### src/rtl/dual_pulse_pkg.sv
package dual_pulse_pkg;
  // Strobes from the per-channel control to the counter datapath.
  typedef struct packed {
    logic load;   // valid trigger seen this cycle: reload width
    logic flush;  // clear active: empty counter, gate output
  } pulseStrobe_t;
endpackage

### src/rtl/pulse_ctrl.sv
module pulse_ctrl
  import dual_pulse_pkg::*;
(
  input  logic         clk,
  input  logic         rst_n,
  input  logic         fallIn,
  input  logic         riseIn,
  input  logic         clearN,
  output pulseStrobe_t strobe
);
  logic prevFall, prevRise, prevClr;
  logic fallEdge, riseEdge, clrEdge, trigHit;

  // During reset the history tracks the live inputs, so levels held through
  // reset never look like an edge afterwards.
  always_ff @(posedge clk) begin
    prevFall <= fallIn;
    prevRise <= riseIn;
    prevClr  <= clearN;
  end

  always_comb begin
    fallEdge = prevFall & ~fallIn;
    riseEdge = ~prevRise & riseIn;
    clrEdge  = ~prevClr & clearN;
    trigHit  = clearN & ((fallEdge & riseIn) |
                         (riseEdge & ~fallIn) |
                         (clrEdge & ~fallIn & riseIn));
    strobe.load  = trigHit & rst_n;
    strobe.flush = ~clearN | ~rst_n;
  end
endmodule

### src/rtl/pulse_datapath.sv
module pulse_datapath
  import dual_pulse_pkg::*;
#(
  parameter int CNT_W = 16
) (
  input  logic             clk,
  input  logic             rst_n,
  input  pulseStrobe_t     strobe,
  input  logic [CNT_W-1:0] width,
  output logic             pulseOut
);
  localparam logic [CNT_W-1:0] ZERO = '0;
  localparam logic [CNT_W-1:0] ONE  = {{(CNT_W-1){1'b0}}, 1'b1};

  logic [CNT_W-1:0] remain;

  always_ff @(posedge clk) begin
    if (!rst_n || strobe.flush) begin
      remain <= ZERO;
    end else if (strobe.load) begin
      remain <= width;
    end else if (remain != ZERO) begin
      remain <= remain - ONE;
    end
  end

  // Clear gates the output combinationally so it drops in the same cycle.
  assign pulseOut = (remain != ZERO) & ~strobe.flush;
endmodule

### src/rtl/dual_retrig_pulse.sv
module dual_retrig_pulse
  import dual_pulse_pkg::*;
#(
  parameter int NUM_CH = 2,
  parameter int CNT_W  = 16
) (
  input  logic                    clk,
  input  logic                    rst_n,
  input  logic [NUM_CH-1:0]       trigFall,
  input  logic [NUM_CH-1:0]       trigRise,
  input  logic [NUM_CH-1:0]       clearN,
  input  logic [NUM_CH*CNT_W-1:0] widthCycles,
  output logic [NUM_CH-1:0]       pulseQ,
  output logic [NUM_CH-1:0]       pulseQn
);
  for (genvar ch = 0; ch < NUM_CH; ch++) begin : g_ch
    pulseStrobe_t chStrobe;
    logic         chPulse;

    pulse_ctrl u_ctrl (
      .clk    (clk),
      .rst_n  (rst_n),
      .fallIn (trigFall[ch]),
      .riseIn (trigRise[ch]),
      .clearN (clearN[ch]),
      .strobe (chStrobe)
    );

    pulse_datapath #(.CNT_W(CNT_W)) u_dp (
      .clk      (clk),
      .rst_n    (rst_n),
      .strobe   (chStrobe),
      .width    (widthCycles[ch*CNT_W +: CNT_W]),
      .pulseOut (chPulse)
    );

    assign pulseQ[ch]  = chPulse;
    assign pulseQn[ch] = ~chPulse;
  end
endmodule

### config.mk
export PLATFORM = sky130hd
export DESIGN_NAME = dual_retrig_pulse
export DESIGN_NICKNAME = d
export VERILOG_FILES = /design/src/rtl/dual_pulse_pkg.sv /design/src/rtl/pulse_ctrl.sv /design/src/rtl/pulse_datapath.sv /design/src/rtl/dual_retrig_pulse.sv
export SDC_FILE = /design/constraint.sdc
export NUM_CORES = 1
export LEC_CHECK = 0
export ABC_AREA = 1
export CAP_MARGIN = 10
export CELL_PAD_IN_SITES_DETAIL_PLACEMENT = 0
export CELL_PAD_IN_SITES_GLOBAL_PLACEMENT = 1
export CORE_MARGIN = 2
export CORE_UTILIZATION = 32
export CTS_CLUSTER_DIAMETER = 120
export CTS_CLUSTER_SIZE = 14
export DETAILED_ROUTE_END_ITERATION = 12
export GPL_TIMING_DRIVEN = 0
export PLACE_DENSITY = 0.83
export SLEW_MARGIN = 20
export SYNTH_ARGS = -nofsm -noshare
export SYNTH_HDL_FRONTEND = slang
export SYNTH_SLANG_ARGS = --single-unit
### constraint.sdc
create_clock -name clk -period 1.28 [get_ports clk]
set_input_delay 0.192 -clock clk [delete_from_list [all_inputs] [get_ports clk]]
set_output_delay 0.192 -clock clk [all_outputs]
set_load 0.02 [all_outputs]
==> summary.txt, run 1 <==
Clock latency of the later-clocked register in the worst-skew pair - 0.30 ns
Antenna Cells - 0
Initial standard-cell utilization of the core - 33.03%
First-pass GRT wire length - 11410 µm
Main combinational cell family by area after synthesis - simple AND/OR/NAND/NOR gates
DRC violation count after routing - 0
Die span in y - 90.53 µm
Boundary pin count - 44
Top flip-flop cell by instance count after synthesis - sky130_fd_sc_hd__dfxtp_1
Most instantiated library cell after synthesis - sky130_fd_sc_hd__nand2_1
Setup Viol. Count Final - 35
Syn_nets - 438
Die area - 0.008196 mm²
DRT Pass-1 Iters - 5
Actual transition at the worst max-transition pin - 0.5737 ns
Post-synthesis xor/xnor area fraction - 1.828%
Worst setup slack after layout - -0.3810 ns
Core Region - 0.007253 mm²
Number of distinct standard cells referenced by the synthesized netlist - 29
GR Overflow Total - 0
Clock Pin Slew Worst Setup and Hold Paths - 0.08 ns
Max cap viols - 0
Leading cell types by total area after synthesis - sky130_fd_sc_hd__dfxtp_1, sky130_fd_sc_hd__nand2_1, sky130_fd_sc_hd__nor2_1
Total half-perimeter wirelength after legalization and detailed placement - 4825 µm
Share of post-route cells with drive strength above 1 - 31.67%
Setup Crit Path Kind - reg -> out
Post-Synthesis Cell Area - 0.002396 mm²
Post-synth EDFFs - 0
Synth cell count leaders - sky130_fd_sc_hd__nand2_1, sky130_fd_sc_hd__nor2_1, sky130_fd_sc_hd__inv_1
Hold Slack - 0.06435 ns
Relative max-transition margin - 61.76%
Part of the Yosys area used for sequential elements - 31.75%
Class of the worst hold path - in -> reg
Share of the synthesized area in the top cell type - 31.75%
Complex-gate fraction of the synthesized area - 4.804%
Final worst clock skew - 0.01362 ns
Required time of the critical path - 1.09 ns
CP Cell Sequence - inv_4, ha_4, nand3_4, nor2_4, nand2_2, nand2_2, inv_2, buf_6, buf_6
Fmax - 0.6021 GHz
NumNets Final - 521
Master of the slowest instance on the critical path - sky130_fd_sc_hd__dfxtp_4
Total wire length - 7101 µm
Num rows - 31
Type of destination of the critical path - output pin
Routability congestion estimate from global placement - 0.8258
Gate family responsible for the most delay along the worst path - flip-flops
Fraction of synthesis flops using an asynchronous set or reset pin - 0%
Clock Root Buffer - sky130_fd_sc_hd__clkbuf_8
Largest net degree at the start of global routing - 13
Max Fanout on Critical Path - 3
DIE WIDTH - 90.53 µm
Minimum clock period after layout - 1.661 ns
Number of storage elements in the synthesis netlist - 38
Number of buffers added to fix hold violations after cts - 0
Synthesized instance count - 396
Maximum clock insertion buffer count - 2
Kind of start point of the critical path - flop
Cell accounting for the most synthesized area - sky130_fd_sc_hd__dfxtp_1
Initial drt markers - 86
Combined global-route utilization of all metal layers - 16.92%
Wire length per cell after detailed routing - 12.26 µm
YS warnings - 0
Area delta synth->final - 52.38%
Maximum cell stage delay along the critical path - 0.36 ns
Fill cell total of the finished layout - 738
Final slew viol count - 0
Ratio of routed vias to standard cells - 4.596
Result of the run - finished with violations
CTS H-tree depth - 2
Clock sink total - 38
Count of buffer and inverter cells on the critical path - 4
Share of synthesized cell area in and, or, nand and nor gates - 50.34%
Total count of hold-check failures in the final report - 0
Synth Area in Adders - 1.044%
Cts bufs inserted - 5
Count of input and output buffers - 43
Violated checks - negative setup slack
Final antenna-violating net count - 0
Post-Synthesis Mean Instance Area - 6.051 µm²
CP arrival - 1.47 ns
Via count of the first global-routing pass - 2575
Number of antenna violations at the first check in global routing - 0
Clock tree from TritonCTS - done
Unrepaired setup endpoints after global routing - yes
Share of the clock period used by the worst path - 129.8%
Mux share of post-synthesis cell area - 0%
Total vias in the final route - 2661
-- kinds of logic (layout without fill, tap and decap cells) --
| group | count (synthesis) | count (layout) |
|---|---|---|
| and+or+nand+nor | 273 | 273 |
| buffers and inverters | 55 | 139 |
| xor gates and xnor gates | 5 | 5 |
| adders and majority gates | 2 | 2 |
| DFF | 38 | 38 |
| AOI/OAI and AO/OA | 23 | 23 |
-- stage by stage --
step,utilization (%),std cells,setup slack (ns),setup TNS (ns),instance area [µm²]
detailed placement,41.69,538,-0.7385,-15.84,3024
floorplan,-,396,-0.02530,-0.1723,2470
CTS,46.85,563,-0.4157,-7.317,3398
finish,50.34,579,-0.3810,-7.059,3651
global placement,41.69,538,-0.7386,-16.25,3024
global route,50.34,579,-0.4526,-10.38,3651
-- repair_timing --
item,4_1_cts,5_1_grt
buffers inserted,17,17
endpoints found under the setup margin,36,36
hold endpoints to repair,0,0
gates cloned,0,1
pin swaps,21,36
gates resized for setup,69,52
-- final timing paths --
path	cells past startpoint	to	startpoint	slack [ns]
setup / recovery	9	pulseQ[1]	g_ch[1].u_dp.remain[0]$_SDFFE_PP0P_	-0.38
hold / removal	1	g_ch[0].u_ctrl.prevClr$_DFF_P_	clearN[0]	0.06
setup reg to reg	10	g_ch[0].u_dp.remain[10]$_SDFFE_PP0P_	g_ch[0].u_dp.remain[0]$_SDFFE_PP0P_	-0.28
hold reg to reg	2	g_ch[0].u_dp.remain[0]$_SDFFE_PP0P_	g_ch[0].u_dp.remain[0]$_SDFFE_PP0P_	0.47
-- metal layers --
metal	vias up	global-route usage (%)	routed length, µm
met3	11	3.506	395
li1	1392	-	-
met4	0	5.897	122
met2	80	29.42	3420
met5	-	0	0
met1	1178	20.64	3162
-- cell type report --
class                           instances  area [µm²]  area share (%)
Multi-Input combinational cell        303        1692           46.33
Sequential cell                        38       777.0           21.28
Timing Repair Buffer                   76       698.2           19.12
Inverter                               45       183.9           5.038
Tap cell                               99       123.9           3.393
Clock buffer                            6       82.58           2.262
Buffer                                 10       81.33           2.228
Clock inverter                          2       12.51          0.3427
-- sequential cells by signal, indices dropped and copies added, names as in the netlist --
register,cells
g_ch.u_ctrl.prevClr,2
g_ch.u_ctrl.prevFall,2
g_ch.u_dp.remain,32
g_ch.u_ctrl.prevRise,2
-- worst register-to-register path, delay by kind of cell, from the launching register on --
kind / cells / cell delay [ns]
buffers and inverters: 2 / 0.18
AO/OA/AOI/OAI: 1 / 0.04
AND/OR/NAND/NOR: 6 / 0.77
flip-flops: 1 / 0.33
adder cells (fa/ha/maj): 1 / 0.15
-- cell usage in the layout (no fill, tap or decap), types with 2 or more instances in the layout --
master / count
sky130_fd_sc_hd__o21ai_0: 11
sky130_fd_sc_hd__nand2_2: 16
sky130_fd_sc_hd__nand2_1: 102
sky130_fd_sc_hd__or2_2: 4
sky130_fd_sc_hd__nand3_4: 2
sky130_fd_sc_hd__clkbuf_8: 6
sky130_fd_sc_hd__clkdlybuf4s50_1: 35
sky130_fd_sc_hd__nand2_4: 5
sky130_fd_sc_hd__nor2_2: 14
sky130_fd_sc_hd__o21ai_1: 2
sky130_fd_sc_hd__nand3b_1: 5
sky130_fd_sc_hd__nand3_1: 26
sky130_fd_sc_hd__or2_0: 3
sky130_fd_sc_hd__xor2_1: 5
sky130_fd_sc_hd__buf_6: 14
sky130_fd_sc_hd__nand4_1: 5
sky130_fd_sc_hd__dfxtp_2: 10
sky130_fd_sc_hd__dfxtp_1: 27
sky130_fd_sc_hd__buf_4: 28
sky130_fd_sc_hd__nand3_2: 9
sky130_fd_sc_hd__ha_4: 2
sky130_fd_sc_hd__nor2_4: 16
sky130_fd_sc_hd__buf_2: 3
sky130_fd_sc_hd__a21oi_2: 5
sky130_fd_sc_hd__dlygate4sd2_1: 3
sky130_fd_sc_hd__a21oi_1: 4
sky130_fd_sc_hd__inv_1: 34
sky130_fd_sc_hd__inv_4: 4
sky130_fd_sc_hd__nor2_1: 62
sky130_fd_sc_hd__clkbuf_1: 2
sky130_fd_sc_hd__inv_2: 6
Power of run 1 is not shown: default switching activity piles up to over one toggle a cycle in this logic, so the estimate is an artifact.
==> inputs of run 2 (changes only) <==
--- a/config.mk
+++ b/config.mk
@@ -10,12 +10,12 @@
 export CELL_PAD_IN_SITES_DETAIL_PLACEMENT = 0
 export CELL_PAD_IN_SITES_GLOBAL_PLACEMENT = 1
 export CORE_MARGIN = 2
-export CORE_UTILIZATION = 32
+export CORE_UTILIZATION = 39
 export CTS_CLUSTER_DIAMETER = 120
 export CTS_CLUSTER_SIZE = 14
 export DETAILED_ROUTE_END_ITERATION = 12
 export GPL_TIMING_DRIVEN = 0
-export PLACE_DENSITY = 0.83
+export PLACE_DENSITY = 0.94
 export SLEW_MARGIN = 20
 export SYNTH_ARGS = -nofsm -noshare
 export SYNTH_HDL_FRONTEND = slang
==> constraint.sdc (replaced) <==
create_clock -name clk -period 2 [get_ports clk]
set_input_delay 0.3 -clock clk [delete_from_list [all_inputs] [get_ports clk]]
set_output_delay 0.3 -clock clk [all_outputs]
set_load 0.02 [all_outputs]
==> summary.txt, run 2 (synthesis gave the netlist of run 1 again) <==
Total vias in the final route - 2491
Gate family responsible for the most delay along the worst path - buffers and inverters
Seq pwr share - 20.4%
Clock sink total - 38
Clock Pin Slew Worst Setup and Hold Paths - 0.08 ns
Cts bufs inserted - 5
Master of the slowest instance on the critical path - sky130_fd_sc_hd__dfxtp_2
Accumulated negative setup slack - 0 ns
Final instance area - 0.003077 mm²
Num rows - 28
Proportion of total power due to net switching - 52.38%
Standby leakage power - 1.487 nW
Max Fanout on Critical Path - 4
Register ranked first by flip-flop count - g_ch.u_dp.remain
Boundary pin count - 44
Setup Viol. Count Final - 0
Final antenna-violating net count - 0
CP arrival - 1.59 ns
Minimum clock period after layout - 1.893 ns
Maximum clock insertion buffer count - 2
Reg2Reg Capture Point - g_ch[0].u_dp.remain[6]$_SDFFE_PP0P_
Die span in y - 82.38 µm
Reg-to-reg critical path startpoint - g_ch[0].u_dp.remain[1]$_SDFFE_PP0P_
Final slew viol count - 0
Sw Pwr - 3.226 mW
Share of the clock period used by the worst path - 94.65%
Ratio of routed vias to standard cells - 4.763
CTS H-tree depth - 2
Power share of the combinational group - 70.3%
Total wire length - 5899 µm
Count of placed standard cells including taps - 514
Share of total power in the clock network - 9.3%
Via count of the first global-routing pass - 2177
DRT Pass-1 Iters - 4
CP Cell Sequence - inv_2, ha_4, nand3_4, nor2_2, nand2_1, nand2_2, inv_1, buf_4, buf_4
Most used cell, CP - sky130_fd_sc_hd__buf_4
Initial standard-cell utilization of the core - 40.47%
Number of flip-flops in the largest register - 32
GR Overflow Total - 0
Initial drt markers - 129
Antenna Cells - 0
Class of the worst hold path - in -> reg
Hold Slack - 0.4704 ns
NumNets Final - 489
First-pass GRT wire length - 9694 µm
Type of destination of the critical path - output pin
Clock Root Buffer - sky130_fd_sc_hd__clkbuf_8
Total count of hold-check failures in the final report - 0
Count of input and output buffers - 43
Core Region - 0.005921 mm²
Number of buffers added to fix hold violations after cts - 0
Setup Crit Path Kind - reg -> out
Pwr/cell area - 2002 mW/mm²
Commonest non-fill, non-tap cell in the layout - sky130_fd_sc_hd__nand2_1
Largest net degree at the start of global routing - 13
Required time of the critical path - 1.70 ns
Final worst clock skew - 0.006727 ns
Minimum setup slack after placement - -0.1920 ns
Fmax - 0.5283 GHz
Reg2Reg Depth - 9
Area delta synth->final - 28.41%
DRC violation count after routing - 0
Routability congestion estimate from global placement - 0.8693
DIE WIDTH - 82.38 µm
Unrepaired setup endpoints after global routing - no
Maximum vdd drop - 0.7740 mV
Maximum cell stage delay along the critical path - 0.34 ns
Combined global-route utilization of all metal layers - 18.95%
Worst setup slack after layout - 0.1071 ns
Capture endpoint of the worst hold path - g_ch[0].u_ctrl.prevRise$_DFF_P_
Total half-perimeter wirelength after legalization and detailed placement - 4587 µm
Commonest cells after routing, fill and taps aside - sky130_fd_sc_hd__nand2_1, sky130_fd_sc_hd__nor2_1, sky130_fd_sc_hd__inv_1
Area of placed instances - 0.002920 mm²
Clock tree from TritonCTS - done
Wire length per cell after detailed routing - 11.28 µm
Share of post-route cells with drive strength above 1 - 12.50%
Count of buffer and inverter cells on the critical path - 4
Final non-filler cell total - 523
Slack of the worst reg-to-reg path - 0.37 ns
Max cap viols - 0
Relative max-transition margin - 64.88%
Number of antenna violations at the first check in global routing - 0
Actual transition at the worst max-transition pin - 0.5268 ns
Kind of start point of the critical path - flop
Die area - 0.006786 mm²
Number of cells on the worst hold path - 1
Result of the run - completed
Clock latency of the later-clocked register in the worst-skew pair - 0.30 ns
Internal power - 2.933 mW
Min-Delay Startpoint - trigRise[0]
==> run 2: stage by stage <==
stage | util, % | power (mW)
after floorplan | - | 4.489
after global placement | 49.32 | 5.317
after detailed placement | 49.32 | 5.355
after CTS | 51.61 | 6.062
after global routing | 51.97 | 6.891
final | 51.97 | 6.160
==> run 2: what timing repair did <==
| action | in CTS | in global routing |
|---|---|---|
| buffers inserted | 1 | 0 |
| gates resized for setup | 20 | 11 |
| pin swaps | 3 | 1 |
| setup endpoints to repair | 4 | 4 |
==> run 2: power by group through the flow <==
stage                     sequential (mW)  clock, mW  combinational (mW)
after floorplan                      1.21          0                3.28
after global placement               1.26          0                4.06
after detailed placement             1.26          0                4.09
after CTS                            1.25      0.580                4.23
after global routing                 1.29      0.608                4.99
final                                1.26      0.573                4.33
==> run 2: worst max path at each step <==
stage | start | endpoint | slack, ns | cells after the start
finish | g_ch[1].u_dp.remain[0]$_SDFFE_PP0P_ | pulseQ[1] | 0.11 | 9
global placement | rst_n | pulseQ[1] | -0.20 | 7
detailed placement | rst_n | pulseQ[1] | -0.19 | 7
global route | g_ch[1].u_dp.remain[0]$_SDFFE_PP0P_ | pulseQ[1] | 0.00004 | 9
floorplan | g_ch[1].u_dp.remain[0]$_SDFFE_PP0P_ | pulseQ[1] | 0.37 | 8
CTS | g_ch[0].u_dp.remain[1]$_SDFFE_PP0P_ | pulseQn[0] | 0.04 | 7
==> run 2: metal layers <==
metal	GRT usage (%)	routed length, µm
met2	30.24	2645
met3	4.022	388
met4	6.500	74
met1	25.28	2790
met5	0	0
==> run 2: area by class of cell <==
cell class                 count  area (µm²)
tap                           75       93.84
clock buffer                   6       82.58
timing repair buffer          44       425.4
sequential                    38       762.0
multi-input combinational    303        1455
clock inverter                 2       12.51
buffer                        10       71.32
fill                         597        2844
inverter                      45       173.9
(Power assumes the default switching activity.)
